File: src/rtl/onehot_guard_fsm.sv
module onehot_guard_fsm (
  input  logic       clk,
  input  logic       rst,
  input  logic       go,
  input  logic       fin,
  input  logic       inject_en,
  input  logic [3:0] inject_val,
  output logic [3:0] state_out,
  output logic       illegal_flag
);
  localparam int          NB       = 4;
  localparam logic [NB-1:0] S_IDLE  = 4'b0001;
  localparam logic [NB-1:0] S_RUN   = 4'b0010;
  localparam logic [NB-1:0] S_PAUSE = 4'b0100;
  localparam logic [NB-1:0] S_DONE  = 4'b1000;

  logic [NB-1:0] st_q, st_d;
  logic [2:0]    hot_cnt;
  logic          legal;
  logic          flag_q;

  always_comb begin
    hot_cnt = '0;
    for (int i = 0; i < NB; i++) hot_cnt = hot_cnt + {2'b00, st_q[i]};
  end

  assign legal = (hot_cnt == 3'd1);

  always_comb begin
    st_d = st_q;
    if (!legal) st_d = S_IDLE;
    else if (st_q[0]) st_d = go  ? S_RUN  : S_IDLE;
    else if (st_q[1]) st_d = fin ? S_DONE : S_RUN;
    else if (st_q[2]) st_d = S_RUN;
    else              st_d = S_IDLE;
  end

  always_ff @(posedge clk) begin
    if (rst) begin
      st_q   <= S_IDLE;
      flag_q <= 1'b0;
    end else begin
      st_q   <= inject_en ? inject_val : st_d;
      flag_q <= !legal;
    end
  end

  assign state_out    = st_q;
  assign illegal_flag = flag_q;
endmodule


File: config.mk
export PLATFORM = sky130hd
export DESIGN_NAME = onehot_guard_fsm
export DESIGN_NICKNAME = d
export VERILOG_FILES = /design/src/rtl/onehot_guard_fsm.sv
export SDC_FILE = /design/constraint.sdc
export NUM_CORES = 1
export LEC_CHECK = 0
export BUFFER_PORTS_ARGS = -buffer_cell sky130_fd_sc_hd__buf_4
export CORE_AREA = 2 2 39 41
export DETAILED_ROUTE_END_ITERATION = 6
export DIE_AREA = 0 0 41 43
export SYNTH_ARGS = -nofsm -noshare
export SYNTH_HDL_FRONTEND = slang
export SYNTH_SLANG_ARGS = --single-unit
File: constraint.sdc
create_clock -name clk -period 2.4 [get_ports clk]
set_clock_uncertainty 0.1 [all_clocks]
set_input_delay 0.12 -clock clk [delete_from_list [all_inputs] [get_ports clk]]
set_output_delay 0.12 -clock clk [all_outputs]
set_load 0.05 [all_outputs]
==> impl_metrics.tcl <==
set metrics [dict create \
    run_status "completed" \
    post-route-min-period_ns 2.24 \
    ios 14 \
    dp_cells 56 \
    syn_inst 27 \
    wl_per_cell_um 9.34 \
    insertedDiodeCount 0 \
    vias 261 \
    core_area_um2 1380 \
    clock_path_buffers 2 \
    cts.reportedPaths.clkPinSlew_ns 0.04 \
    clk_latency_ns 0.24 \
    synth_area_um2 255 \
    fill_cells 152 \
    register_area_um2 103 \
    drt-total-wl_um 579 \
    cts_setup_buffers 0 \
    die_h_um 43 \
    drt_pre_antenna_iters 2 \
    hp-class "in -> reg" \
    die_area_um2 1760 \
    cp-end-kind "register" \
    portBuffers 13 \
    cellLeakagePower_nw 0.213 \
    async_flop_share 0 \
    drc 0 \
    cts_tree "yes" \
    grt_max_degree 7 \
    fmax_mhz 446 \
    ir_worst_vdd_mv 0.169 \
    drt_iter0_markers 4 \
    setup_ws_ns 0.159 \
    via_per_inst 4.21 \
    instances_no_fill 62 \
    ant_nets 0 \
    hold_slack_ns 0.0243 \
    design_area_um2 428 \
    synth_ff_type "dfxtp_1" \
    final_hold_viol_count 0 \
    numCtsBuffers 3 \
    synth_warnings 0 \
    area_growth_pct 67.6 \
    rr_worst_depth 8 \
    post-place-ws_ns 0.142 \
    tns_ns 0 \
    antenna_found_initial 0 \
    whs_path_depth 3 \
    cts_root_buf "clkbuf_4" \
    slew-limit-headroom 0.838 \
    synth.distinct_cells 16 \
    finalSetupViolCount 0 \
    drv_cap 0 \
    initial_core_util 0.184 \
    grt_pass1_wl_um 966 \
    grt_remaining_overflow 0 \
    drv_slew 0 \
    grtUsageTotal 0.0877 \
    yosys-top-cells-area "dfxtp_1 (39%), ha_1 (9.8%), inv_1 (8.8%)" \
    num_rows 14 \
    ys_ff_latch 5 \
    p_per_area_nw_per_um2 669 \
    htree_num_levels 1 \
    cts.sinks 5 \
    start_kind "register" \
    syn_nets 39 \
    synth_most_common_cell "inv_1" \
    layout-drive-gt1-share 0.435 \
    netlist_top_cells_count "inv_1 (6), dfxtp_1 (5), ha_1 (2), nor2_1 (2)" \
    post-route-period-util 0.934 \
    first_global_vias 259 \
    synth_top_area_frac 0.392 \
    tightest_slew_ns 0.243 \
    crit_fanout 4 \
    multi_input_area_um2 139 \
    dp_hpwl_um 465 \
    synth_top_area_cell "dfxtp_1" \
    critPathArrivalTime_ns 2.27 \
    required_ns 2.43 \
    ys_seq_area_frac 0.392 \
    dpl-instance-area_um2 375 \
    nets 59 \
    gp_congestion 0.599 \
    synth-edff-count 0 \
    path_class "reg -> reg" \
    rsz0062_at_grt "no" \
    die_w_um 41 \
    postSynthAreaPerCell_um2 9.45 \
]
-- flip-flops by register name, indices dropped and copies added, names as in the netlist --
name / flops
illegal_flag: 1
state_out: 4
-- per-layer routing --
layer | part of all wire | track usage | wire length [um]
met1 | 0.41 | 0.0912 | 239
met2 | 0.44 | 0.116 | 253
met3 | 0.10 | 0.0366 | 60
met4 | 0.043 | 0.100 | 25
met5 | 0 | 0 | 0
-- power breakdown --
group	switching, W	internal [W]
Clock	0.0000342	0.0000628
Sequential	0.00000434	0.0000920
Combinational	0.0000525	0.0000404
-- area by class of cell --
cell class	instances	share of cell area
multi-input combinational	16	0.325
timing repair buffer	15	0.275
sequential	5	0.240
clock buffer	4	0.0614
inverter	6	0.0526
tap	16	0.0468
-- per-stage QoR --
step	power [W]	utilization
floorplan	0.000151	-
global placement	0.000180	0.271
detailed placement	0.000182	0.271
CTS	0.000284	0.305
global route	0.000304	0.309
finish	0.000286	0.309
-- repair_timing --
item | CTS | global route
setup endpoints to repair | 0 | 2
hold buffers | 2 | 0
resized for setup | 0 | 2
endpoints found under the hold margin | 4 | 0
-- kinds of logic (layout without fill, tap and decap cells) --
family,after synthesis,count (layout),synth area share
AND/OR/NAND/NOR,9,9,0.235
buffers and inverters,6,25,0.0882
flip-flops,5,5,0.392
AO/OA/AOI/OAI,4,4,0.108
adder cells (fa/ha/maj),3,3,0.176
-- final timing paths --
kind,start,slack (ns),to
hold / removal,inject_val[1],0.02,state_out[1]
setup reg to reg,state_out[0],0.16,state_out[0]
setup / recovery,state_out[0],0.16,state_out[0]
hold reg to reg,state_out[1],0.55,state_out[1]
-- critical path: stages (launching register included) --
cell       delay, ns
dfxtp_2         0.33
inv_1           0.06
fa_1            0.53
inv_1           0.04
ha_1            0.17
ha_1            0.33
nor3b_4         0.24
o2111ai_1       0.18
o31a_1          0.14
-- cells in the final DEF, fill, tap and decap left out --
cell type and instances:
buf_4 13, inv_1 6, clkbuf_4 3, dfxtp_1 3, nor2_1 2, ha_1 2
dlygate4sd3_1 2, dfxtp_2 2, nor3b_4 1, and3b_2 1, nand3_1 1, nand2_1 1
a21oi_1 1, or3_1 1, o2111ai_1 1, nand3b_1 1, o21ai_1 1, o31a_1 1
nor3b_1 1, fa_1 1, clkbuf_1 1
No activity file was read; power rests on OpenSTA's default activity.
